--- config.mk ---
export PLATFORM = sky130hd
export DESIGN_NAME = nand_op_sequencer
export DESIGN_NICKNAME = d
export VERILOG_FILES = /design/src/rtl/nfs_pkg.sv /design/src/rtl/nfs_regs.sv /design/src/rtl/nfs_engine.sv /design/src/rtl/nand_op_sequencer.sv
export SDC_FILE = /design/constraint.sdc
export NUM_CORES = 1
export LEC_CHECK = 0
export CAP_MARGIN = 20
export CORE_ASPECT_RATIO = 1.1
export CORE_UTILIZATION = 45
export CTS_BUF_LIST = sky130_fd_sc_hd__clkbuf_2
export DETAILED_ROUTE_END_ITERATION = 10
export PLACE_DENSITY = 0.73
export SLEW_MARGIN = 20
export SYNTH_ARGS = -nofsm -noshare
export SYNTH_HDL_FRONTEND = slang
export SYNTH_SLANG_ARGS = --single-unit
--- constraint.sdc ---
create_clock -name clk -period 2.2 [get_ports clk]
set_input_delay 0.22 -clock clk [delete_from_list [all_inputs] [get_ports clk]]
set_output_delay 0.22 -clock clk [all_outputs]
set_load 0.01 [all_outputs]
--- src/rtl/nfs_pkg.sv ---
// Package: shared codes of the NAND operation sequencer.
// Assumes: the trigger bit order is fixed, because software encodes operations by it.
package nfs_pkg;
    typedef enum logic [2:0] {
        OP_CMD  = 3'd0,
        OP_ADDR = 3'd1,
        OP_PROG = 3'd2,
        OP_READ = 3'd3,
        OP_ID   = 3'd4,
        OP_STAT = 3'd5
    } nand_op_e;

    localparam logic [2:0] RA_CTRL = 3'd0;
    localparam logic [2:0] RA_CFG  = 3'd1;
    localparam logic [2:0] RA_CMD  = 3'd2;
    localparam logic [2:0] RA_ADDR = 3'd3;
    localparam logic [2:0] RA_BUF  = 3'd4;

    localparam int CS_W  = 2;
    localparam int CHIPS = 1 << CS_W;
endpackage

--- src/rtl/nfs_regs.sv ---
// Module: register file and operation dispatch.
// It holds the command, address, configuration and buffer-select registers.
// It picks the lowest written trigger bit and starts the engine while idle.
// It keeps the sticky done flag and counts down the soft reset.
// Assumes: RESET_CYCLES >= 1, and a single write port with no read side effects.
module nfs_regs
    import nfs_pkg::*;
#(
    parameter int RESET_CYCLES = 16
) (
    input  logic            clk,
    input  logic            rst_n,
    input  logic            reg_we,
    input  logic [2:0]      reg_addr,
    input  logic [15:0]     reg_wdata,
    output logic [15:0]     reg_rdata,
    input  logic            eng_busy,
    input  logic            eng_done,
    output logic            start_o,
    output nand_op_e        op_o,
    output logic            abort_o,
    output logic [7:0]      cmd_o,
    output logic [7:0]      addr_o,
    output logic [CS_W-1:0] cs_o,
    output logic            ce_en_o,
    output logic            irq_o
);
    localparam int RCW = $clog2(RESET_CYCLES + 1);

    logic [15:0]     cmd_q, addr_q;
    logic [5:0]      ops_q;
    logic            done_q, mask_q, ce_q;
    logic [1:0]      ppb_q;
    logic [2:0]      bsel_q;
    logic [CS_W-1:0] cs_q;
    logic [RCW-1:0]  rst_cnt;
    logic            rst_act, wr_ctrl, idle, srst_req;

    // Returns the index of the lowest set trigger bit.
    function automatic logic [2:0] lowest(input logic [5:0] v);
        logic [2:0] r;
        r = 3'd0;
        for (int i = 5; i >= 0; i--)
            if (v[i]) r = 3'(i);
        return r;
    endfunction

    // Decodes write qualifiers and the engine start.
    always_comb begin
        rst_act  = (rst_cnt != '0);
        wr_ctrl  = reg_we && (reg_addr == RA_CTRL);
        idle     = !eng_busy && (ops_q == 6'd0) && !rst_act;
        start_o  = wr_ctrl && idle && (|reg_wdata[5:0]);
        op_o     = nand_op_e'(lowest(reg_wdata[5:0]));
        srst_req = reg_we && (reg_addr == RA_CFG) && reg_wdata[6] && !rst_act;
    end

    // Updates the register state, the done flag and the reset counter.
    always_ff @(posedge clk) begin
        if (!rst_n) begin
            cmd_q   <= '0;
            addr_q  <= '0;
            ops_q   <= '0;
            done_q  <= 1'b0;
            mask_q  <= 1'b0;
            ce_q    <= 1'b0;
            ppb_q   <= '0;
            bsel_q  <= '0;
            cs_q    <= '0;
            rst_cnt <= '0;
        end else begin
            if (reg_we) begin
                case (reg_addr)
                    RA_CMD:  cmd_q  <= reg_wdata;
                    RA_ADDR: addr_q <= reg_wdata;
                    RA_CFG: begin
                        mask_q <= reg_wdata[4];
                        ce_q   <= reg_wdata[7];
                        ppb_q  <= reg_wdata[10:9];
                    end
                    RA_BUF: begin
                        bsel_q <= reg_wdata[2:0];
                        cs_q   <= reg_wdata[6:5];
                    end
                    default: ;
                endcase
            end
            if (srst_req)
                rst_cnt <= RCW'(RESET_CYCLES);
            else if (rst_act)
                rst_cnt <= rst_cnt - 1'b1;
            if (rst_act) begin
                ops_q  <= '0;
                done_q <= 1'b0;
            end else if (eng_done) begin
                ops_q  <= '0;
                done_q <= 1'b1;
            end else if (wr_ctrl && idle) begin
                ops_q  <= start_o ? (6'd1 << op_o) : 6'd0;
                done_q <= done_q & reg_wdata[15];
            end
            if (start_o && (op_o >= OP_PROG))
                bsel_q <= '0;
        end
    end

    // Selects the read data and drives the outputs derived from the registers.
    always_comb begin
        case (reg_addr)
            RA_CTRL: reg_rdata = {done_q, 9'd0, ops_q};
            RA_CFG:  reg_rdata = {5'd0, ppb_q, 1'b0, ce_q, rst_act, 1'b0, mask_q, 4'd0};
            RA_CMD:  reg_rdata = cmd_q;
            RA_ADDR: reg_rdata = addr_q;
            RA_BUF:  reg_rdata = {9'd0, cs_q, 2'd0, bsel_q};
            default: reg_rdata = 16'd0;
        endcase
        abort_o = rst_act;
        cmd_o   = cmd_q[7:0];
        addr_o  = addr_q[7:0];
        cs_o    = cs_q;
        ce_en_o = ce_q;
        irq_o   = done_q & ~mask_q;
    end
endmodule

--- src/rtl/nfs_engine.sv ---
// Module: NAND bus phase engine.
// It runs one latch or data transfer as a train of strobe pulses.
// Each pulse is PULSE_CLKS clocks low and then PULSE_CLKS clocks high.
// A read waits for ready before it starts; a program waits for ready after its last byte.
// Assumes: nand_rb is synchronous to clk, buf_rdata is combinational from buf_addr,
// and ID_BYTES <= PAGE_BYTES + SPARE_BYTES.
module nfs_engine
    import nfs_pkg::*;
#(
    parameter int PAGE_BYTES  = 2048,
    parameter int SPARE_BYTES = 64,
    parameter int ID_BYTES    = 5,
    parameter int PULSE_CLKS  = 2
) (
    input  logic                                        clk,
    input  logic                                        rst_n,
    input  logic                                        abort,
    input  logic                                        start,
    input  nand_op_e                                    op,
    input  logic [7:0]                                  cmd_byte,
    input  logic [7:0]                                  addr_byte,
    output logic                                        busy,
    output logic                                        done,
    output logic                                        cle,
    output logic                                        ale,
    output logic                                        we_n,
    output logic                                        re_n,
    output logic [7:0]                                  dq_out,
    output logic                                        dq_oe,
    input  logic [7:0]                                  dq_in,
    input  logic                                        rb,
    output logic [$clog2(PAGE_BYTES+SPARE_BYTES)-1:0]   buf_addr,
    output logic [7:0]                                  buf_wdata,
    output logic                                        buf_we,
    input  logic [7:0]                                  buf_rdata
);
    localparam int XFER = PAGE_BYTES + SPARE_BYTES;
    localparam int IW   = $clog2(XFER);
    localparam int TW   = $clog2(PULSE_CLKS + 1);

    typedef enum logic [2:0] {S_IDLE, S_PRE_RB, S_LOW, S_HIGH, S_POST_RB, S_DONE} st_e;

    st_e            state;
    nand_op_e       op_q;
    logic [IW-1:0]  idx, last_idx;
    logic [TW-1:0]  tcnt;
    logic           is_rd, tend, active;

    // Derives the transfer length and direction of the latched operation.
    always_comb begin
        case (op_q)
            OP_PROG, OP_READ: last_idx = IW'(XFER - 1);
            OP_ID:            last_idx = IW'(ID_BYTES - 1);
            default:          last_idx = '0;
        endcase
        is_rd = (op_q == OP_READ) || (op_q == OP_ID) || (op_q == OP_STAT);
        tend  = (tcnt == TW'(PULSE_CLKS - 1));
    end

    // Steps the phase state machine and the pulse and byte counters.
    always_ff @(posedge clk) begin
        if (!rst_n || abort) begin
            state <= S_IDLE;
            op_q  <= OP_CMD;
            idx   <= '0;
            tcnt  <= '0;
        end else begin
            case (state)
                S_IDLE: if (start) begin
                    op_q  <= op;
                    idx   <= '0;
                    tcnt  <= '0;
                    state <= (op == OP_READ) ? S_PRE_RB : S_LOW;
                end
                S_PRE_RB: if (rb) state <= S_LOW;
                S_LOW: begin
                    tcnt <= tend ? '0 : tcnt + 1'b1;
                    if (tend) state <= S_HIGH;
                end
                S_HIGH: begin
                    tcnt <= tend ? '0 : tcnt + 1'b1;
                    if (tend) begin
                        if (idx == last_idx)
                            state <= (op_q == OP_PROG) ? S_POST_RB : S_DONE;
                        else begin
                            idx   <= idx + 1'b1;
                            state <= S_LOW;
                        end
                    end
                end
                S_POST_RB: if (rb) state <= S_DONE;
                default:   state <= S_IDLE;
            endcase
        end
    end

    // Drives the pins and the buffer port from the current phase.
    always_comb begin
        active    = (state == S_LOW) || (state == S_HIGH);
        busy      = (state != S_IDLE);
        done      = (state == S_DONE);
        we_n      = !((state == S_LOW) && !is_rd);
        re_n      = !((state == S_LOW) && is_rd);
        cle       = active && (op_q == OP_CMD);
        ale       = active && (op_q == OP_ADDR);
        dq_oe     = active && !is_rd;
        case (op_q)
            OP_CMD:  dq_out = cmd_byte;
            OP_ADDR: dq_out = addr_byte;
            default: dq_out = buf_rdata;
        endcase
        buf_addr  = idx;
        buf_wdata = dq_in;
        buf_we    = (state == S_LOW) && is_rd && tend;
    end
endmodule

--- src/rtl/nand_op_sequencer.sv ---
// Module: top of the NAND operation sequencer.
// It joins the register file and the phase engine, and decodes the chip enables.
// Assumes: a single clock domain, with a synchronous active-low reset.
module nand_op_sequencer
    import nfs_pkg::*;
#(
    parameter int PAGE_BYTES   = 2048,
    parameter int SPARE_BYTES  = 64,
    parameter int ID_BYTES     = 5,
    parameter int PULSE_CLKS   = 2,
    parameter int RESET_CYCLES = 16
) (
    input  logic                                        clk,
    input  logic                                        rst_n,
    input  logic                                        reg_we,
    input  logic [2:0]                                  reg_addr,
    input  logic [15:0]                                 reg_wdata,
    output logic [15:0]                                 reg_rdata,
    output logic                                        irq,
    output logic [3:0]                                  nand_ce_n,
    output logic                                        nand_cle,
    output logic                                        nand_ale,
    output logic                                        nand_we_n,
    output logic                                        nand_re_n,
    output logic [7:0]                                  nand_dq_out,
    output logic                                        nand_dq_oe,
    input  logic [7:0]                                  nand_dq_in,
    input  logic                                        nand_rb,
    output logic [$clog2(PAGE_BYTES+SPARE_BYTES)-1:0]   buf_addr,
    output logic [7:0]                                  buf_wdata,
    output logic                                        buf_we,
    input  logic [7:0]                                  buf_rdata
);
    logic            eng_start, eng_busy, eng_done, eng_abort, ce_en;
    nand_op_e        eng_op;
    logic [7:0]      cmd_byte, addr_byte;
    logic [CS_W-1:0] cs_sel;

    nfs_regs #(.RESET_CYCLES(RESET_CYCLES)) u_regs (
        .clk(clk), .rst_n(rst_n), .reg_we(reg_we), .reg_addr(reg_addr),
        .reg_wdata(reg_wdata), .reg_rdata(reg_rdata), .eng_busy(eng_busy),
        .eng_done(eng_done), .start_o(eng_start), .op_o(eng_op),
        .abort_o(eng_abort), .cmd_o(cmd_byte), .addr_o(addr_byte),
        .cs_o(cs_sel), .ce_en_o(ce_en), .irq_o(irq)
    );

    nfs_engine #(
        .PAGE_BYTES(PAGE_BYTES), .SPARE_BYTES(SPARE_BYTES),
        .ID_BYTES(ID_BYTES), .PULSE_CLKS(PULSE_CLKS)
    ) u_engine (
        .clk(clk), .rst_n(rst_n), .abort(eng_abort), .start(eng_start),
        .op(eng_op), .cmd_byte(cmd_byte), .addr_byte(addr_byte),
        .busy(eng_busy), .done(eng_done), .cle(nand_cle), .ale(nand_ale),
        .we_n(nand_we_n), .re_n(nand_re_n), .dq_out(nand_dq_out),
        .dq_oe(nand_dq_oe), .dq_in(nand_dq_in), .rb(nand_rb),
        .buf_addr(buf_addr), .buf_wdata(buf_wdata), .buf_we(buf_we),
        .buf_rdata(buf_rdata)
    );

    // Decodes the selected chip onto one active-low enable per chip.
    for (genvar k = 0; k < CHIPS; k++) begin : g_ce
        assign nand_ce_n[k] = !(ce_en && (cs_sel == CS_W'(k)));
    end
endmodule

==> metrics, run 1 <==
Yosys top cell area share=~36%; Seq/Total Area, Yosys=36.4%; P per Cell Area=563 nW/um^2; die area=between 9000 and 10,000 sq um; Startpoint Class=primary input; status=completed; Setup WS pre-CTS=-0.145 ns; crit-path cells=clkdlybuf4s50_1 -> buf_12 -> mux2_2 -> a22oi_1 -> nor2_1 -> clkdlybuf4s50_1; violation count after the first detailed-routing iteration=262; post-synthesis mux area share=8.97%; max_cap viols=0; Async SR Flop Fraction=0%; largest family of logic cells by synthesized area=simple AND/OR/NAND/NOR gates; antenna violations before repair=0; top-count cell post-synth=nand2_1; PnR Total Power=2.96 mW; final period utilization=between 90 and 100%; per-cell routed wire length=roughly 16 um; first-pass GRT wire length=18,300 um; CTS sink cnt=73; area growth from synthesis to layout=31.0%; most frequent cells after synthesis=nand2_1, dfxtp_1, nor2_1; IO Port Bufs=77; simple-gate share of the synthesized area=27.8%; CTS buffer count=9; Chip Height=101 um; syn nets=538; via/cell ratio=5.49; Residual DRC=0; core area=8500 sq um; complex-gate fraction of the synthesized area=about 18%; final-report max-slew violation count=0; largest net degree at the start of global routing=between 40 and 50; peak supply drop=330 uV; vias=3,901; CTS tree=done; Detail Placement HPWL=8080 um; unrepaired setup endpoints after global routing=yes; Ys Warns=0; Crit path arrival time=1.92 ns; achievable frequency=~470 MHz; Post-Syn Area=roughly 4000 sq um; final setup TNS=0 ns; crit-path most repeated cell=clkdlybuf4s50_1; Unique masters post-synth=55; CP required=slightly below 2 ns; clock skew=approximately 0.024 ns; Mapped Cells=497; Clock transition at path regs=0.21 ns; GRT overflow=0; Clk Tree Root Cell=clkbuf_2; routability cong.=around 0.85; vias in the first global route=3,765; Leakage=roughly 2.0 nW; Crit Path Category=in -> out; Antenna Nets Post-Route=0; post-synthesis adder-cell area fraction=less than 1%; endpoints failing setup=0; Syn Area/Cell=8.08 sq um; Clock Tree Buf Depth=2; Hold Violations, Final=0; fin crit period=2.14 ns; main area contributors after synthesis=dfxtp_1, nand2_1, mux2i_1, a21boi_0, nor2_1; worst rel slew slack=about two thirds; register bit total from synthesis=73; DRT Pass-1 Iters=5; Horiz. Die Dim=approximately 90 um; Slew @ Worst Pin=0.467 ns; Clock Latency Late Sink=slightly above 0.5 ns; EDFF count, synth=0; fin nets=636; Core Util, Final=61.9%; I/O Pins=94; Starting Density=47.3%; H-tree depth=3; Post-Route WL=11,200 um; Final WS setup=0.0559 ns; prevailing post-synth register cell=dfxtp_1; FP Rows=35; layout cell share with drive strength beyond 1=~16%; CP endpoint kind=primary output; CP max stage cell=clkdlybuf4s50_1; Antenna Cells=0; Synth area leader=dfxtp_1; CP max stage delay=around 0.51 ns; HP Class=in -> reg; CP max FO=15; Synth Area in XOR/XNOR=1.31%; gr usage total=~25%
## power by group
group	switching, mW	internal [mW]
clock network	0.472	0.365
logic	0.346	0.365
registers	0.0403	1.37
total	0.858	2.10
## cells by family after synthesis
logic type,count (synthesis)
AO/OA/AOI/OAI,108
XOR/XNOR,6
adder cells (fa/ha/maj),2
buffers and inverters,52
flip-flops,73
multiplexers,34
AND/OR/NAND/NOR,222
## cell usage in the layout, fill, tap and decap left out, types with 3 or more instances in the layout
| master | instances |
|---|---|
| nand3b_1 | 6 |
| nor2_1 | 39 |
| clkdlybuf4s50_1 | 55 |
| or3_1 | 4 |
| nor2b_1 | 14 |
| nand3_1 | 13 |
| nand2_1 | 93 |
| mux2i_1 | 27 |
| dfxtp_1 | 69 |
| nor3_1 | 4 |
| and4_1 | 3 |
| xnor2_1 | 6 |
| buf_4 | 48 |
| mux2_2 | 6 |
| a21boi_0 | 27 |
| or4_1 | 5 |
| clkbuf_2 | 9 |
| o211ai_1 | 3 |
| o21ai_0 | 16 |
| o21ai_1 | 6 |
| nand2b_1 | 5 |
| a22oi_1 | 7 |
| o31ai_1 | 4 |
| a21oi_1 | 19 |
| dlymetal6s2s_1 | 6 |
| and3_1 | 10 |
| a21boi_1 | 6 |
| dfxtp_2 | 3 |
| and2_1 | 3 |
| inv_1 | 10 |
| dlygate4sd2_1 | 15 |
| nor4_1 | 4 |
| a31oi_1 | 6 |
## cell type report
| type | instances | area, sq um |
|---|---|---|
| repair buffers | 127 | 1150 |
| flip-flops and latches | 73 | 1470 |
| multi-input cells | 373 | 2320 |
| clock inverters | 7 | 85.1 |
| fillers | 790 | 3240 |
| clock buffers | 9 | 45.0 |
| well taps | 111 | 139 |
| inverters | 11 | 45.0 |
## final timing paths
kind                                      startpoint                 to  slack [ns]  depth (start not counted)
worst max-delay path                     reg_addr[0]       reg_rdata[3]        0.06                          6
worst min-delay path                   reg_wdata[13]  u_regs.addr_q[13]        0.27                          3
worst max register to register  u_engine.buf_addr[8]  u_engine.state[0]        0.11                          5
worst min register to register      u_regs.addr_q[8]   u_regs.addr_q[8]        0.47                          2
## registers in the layout, summed over array words and instances, names as in the netlist
| register | count |
|---|---|
| u_engine.buf_addr | 12 |
| u_engine.op_q | 3 |
| u_engine.state | 3 |
| u_engine.tcnt | 2 |
| u_regs.addr_q | 16 |
| u_regs.bsel_q | 3 |
| u_regs.ce_en_o | 1 |
| u_regs.cmd_q | 16 |
| u_regs.cs_o | 2 |
| u_regs.done_q | 1 |
| u_regs.mask_q | 1 |
| u_regs.ops_q | 6 |
| u_regs.ppb_q | 2 |
| u_regs.rst_cnt | 5 |
## per-stage QoR
| stage | area [sq um] | cells | hold slack, ns |
|---|---|---|---|
| after global placement | 5030 | 689 | 0.440 |
| after global routing | 5260 | 711 | 0.268 |
| after floorplan | 4020 | 497 | 0.355 |
| final | 5260 | 711 | 0.266 |
| after detailed placement | 5030 | 689 | 0.440 |
| after CTS | 5200 | 709 | 0.255 |
## layer usage
layer	vias to the layer above	GRT usage (%)	share of wire (%)
li1	1916	-	-
met5	-	0	0
met2	153	43.9	51
met3	16	4.00	7.9
met1	1816	30.8	40
met4	0	8.89	1.3
## critical path, delay by kind of cell
family	cells	cell delay, ns
compound gates	1	0.14
simple gates	1	0.08
mux	1	0.34
buf+inv	3	1.14
## what timing repair did
item / 4_1_cts / 5_1_grt
hold buffers: 0 / 0
buffers inserted: 3 / 2
hold endpoints to repair: 0 / 0
resized for setup: 31 / 14
cloned: 1 / 0
endpoints found under the setup margin: 21 / 8
pin swaps: 2 / 2
(Power assumes the default switching activity.)
==> run 2: changes to the inputs <==
- RECOVER_POWER: default -> 100
==> run 2 against run 1 <==
Register-to-register slack about the same. Clock power about the same. Worst hold slack about the same. Global-route usage unchanged. Critical path depth unchanged. Total power about the same. Maximum frequency unchanged. Via count unchanged. Core utilization unchanged. Clock-buffer cell count unchanged. First-iteration DRC count unchanged. Setup slack unchanged. Critical path type unchanged. Critical endpoint unchanged. Largest cell class unchanged.
==> metrics, run 2 (same netlist as run 1, synthesis figures left out) <==
Clock Tree Buf Depth=2 (unchanged); CP required=1.98 ns (about the same); DRT Pass-1 Iters=5 (unchanged); gr usage total=24.9% (unchanged); max_cap viols=0 (unchanged); Residual DRC=0 (unchanged); Crit path arrival time=1.92 ns (about the same); Starting Density=47.3% (unchanged); most frequent cells in the layout=nand2_1, dfxtp_1, clkdlybuf4s50_1, buf_4, nor2_1; antenna violations before repair=0 (unchanged); largest net degree at the start of global routing=44 (unchanged); Reg area=1470 sq um (unchanged); Multi-input gate area=2320 sq um (unchanged); CTS tree=done; achievable frequency=466 MHz (unchanged); Clock Latency Late Sink=0.51 ns (about the same); violation count after the first detailed-routing iteration=262 (unchanged); die area=9310 sq um (unchanged); CP max FO=15 (unchanged); fin crit period=2.14 ns (unchanged); vias=3,901 (unchanged); core area=8500 sq um (unchanged); per-cell routed wire length=15.7 um (unchanged); clock skew=0.0245 ns (-0.000000100 ns); Slew @ Worst Pin=0.467 ns (unchanged); Crit Path Category=in -> out; Clk Tree Root Cell=clkbuf_2; WHS Path Cells=3 (unchanged); Detail Placement HPWL=8080 um (unchanged); Levels on crit path=6 (unchanged); first-pass GRT wire length=18,300 um (unchanged); layout cell share with drive strength beyond 1=15.8% (unchanged); final-report max-slew violation count=0 (unchanged); CP endpoint kind=primary output; CTS sink cnt=73 (unchanged); PnR Total Power=2.96 mW (about the same); Final WS setup=0.0559 ns (unchanged); H-tree depth=3 (unchanged); routability cong.=0.846 (unchanged); area growth from synthesis to layout=31.0% (unchanged); count of hold-fix buffers inserted at cts=0 (unchanged); Antenna Nets Post-Route=0 (unchanged); Chip Height=101 um (unchanged); HP Class=in -> reg; crit-path cells=clkdlybuf4s50_1 -> buf_12 -> mux2_2 -> a22oi_1 -> nor2_1 -> clkdlybuf4s50_1; I/O Pins=94 (unchanged); commonest non-fill, non-tap cell in the layout=nand2_1; P per Cell Area=563 nW/um^2 (about the same); Antenna Cells=0 (unchanged); worst r2r path cells=5 (unchanged); Startpoint Class=primary input; FP Rows=35 (unchanged); endpoints failing setup=0 (unchanged); CP max stage delay=0.51 ns (about the same); peak supply drop=330 uV (unchanged); Leakage=2.03 nW (unchanged); status=completed; Clock transition at path regs=0.21 ns (about the same); crit-path most repeated cell=clkdlybuf4s50_1; worst rel slew slack=68.4% (unchanged); Horiz. Die Dim=92.1 um (unchanged); Hold Violations, Final=0 (unchanged); Post-Route WL=11,200 um (unchanged); via/cell ratio=5.49 (unchanged); unrepaired setup endpoints after global routing=yes; filler instances=790 (unchanged); Setup WS pre-CTS=-0.145 ns (unchanged); GRT overflow=0 (unchanged); family with the most delay on the worst path=buffers and inverters; CP max stage cell=clkdlybuf4s50_1; IO Port Bufs=77 (unchanged); Buf+Inv Stages, Crit Path=3 (unchanged); fin nets=636 (unchanged); final period utilization=97.5% (unchanged); CTS buffer count=9 (unchanged); vias in the first global route=3,765 (unchanged)
## run 2: cell counts in the layout (fill, tap and decap cells not counted)
No cell type changed its count.
## run 2: tightest hold or removal path: stages
cell             delay (ns)
clkdlybuf4s50_1        0.42
nand2_1                0.07
a21boi_1               0.05
## run 2: per-layer routing
metal | vias up | wire length (um) | GRT usage, %
met2 | 153 | 5650 | 43.9
met1 | 1816 | 4470 | 30.8
met4 | 0 | 145 | 8.89
met5 | - | 0 | 0
met3 | 16 | 886 | 4.00
li1 | 1916 | - | -
## run 2: where the power goes
group,internal (mW),switching [mW]
clock network,0.365,0.472
registers,1.37,0.0403
logic,0.365,0.346
total,2.10,0.858
## run 2: timing repair
item | in CTS | in global routing
setup buffers | 3 | 2
pin swaps | 2 | 2
gates cloned | 1 | 0
endpoints found under the setup margin | 21 | 8
resized for setup | 31 | 14
## run 2: through the flow
| stage | hold slack (ns) | TNS, ns | cell area [sq um] | util (%) | std cells |
|---|---|---|---|---|---|
| detailed placement | 0.440 | -0.556 | 5030 | 59.2 | 689 |
| floorplan | 0.355 | 0 | 4020 | - | 497 |
| CTS | 0.255 | 0 | 5200 | 61.3 | 709 |
| global placement | 0.440 | -0.484 | 5030 | 59.2 | 689 |
| global route | 0.268 | -0.0514 | 5260 | 61.9 | 711 |
| finish | 0.266 | 0 | 5260 | 61.9 | 711 |
## run 2: cell type report
type	instances	share of cell area [%]
well taps	111	2.64
clock inverters	7	1.62
flip-flops and latches	73	27.9
clock buffers	9	0.856
repair buffers	127	21.9
multi-input cells	373	44.2
inverters	11	0.856
## run 2: path summary, 6_finish.rpt
path	from	to	slack, ns
hold / removal	reg_wdata[13]	u_regs.addr_q[13]	0.27
setup reg to reg	u_engine.buf_addr[8]	u_engine.state[0]	0.11
hold reg to reg	u_regs.addr_q[8]	u_regs.addr_q[8]	0.47
setup / recovery	reg_addr[0]	reg_rdata[3]	0.06
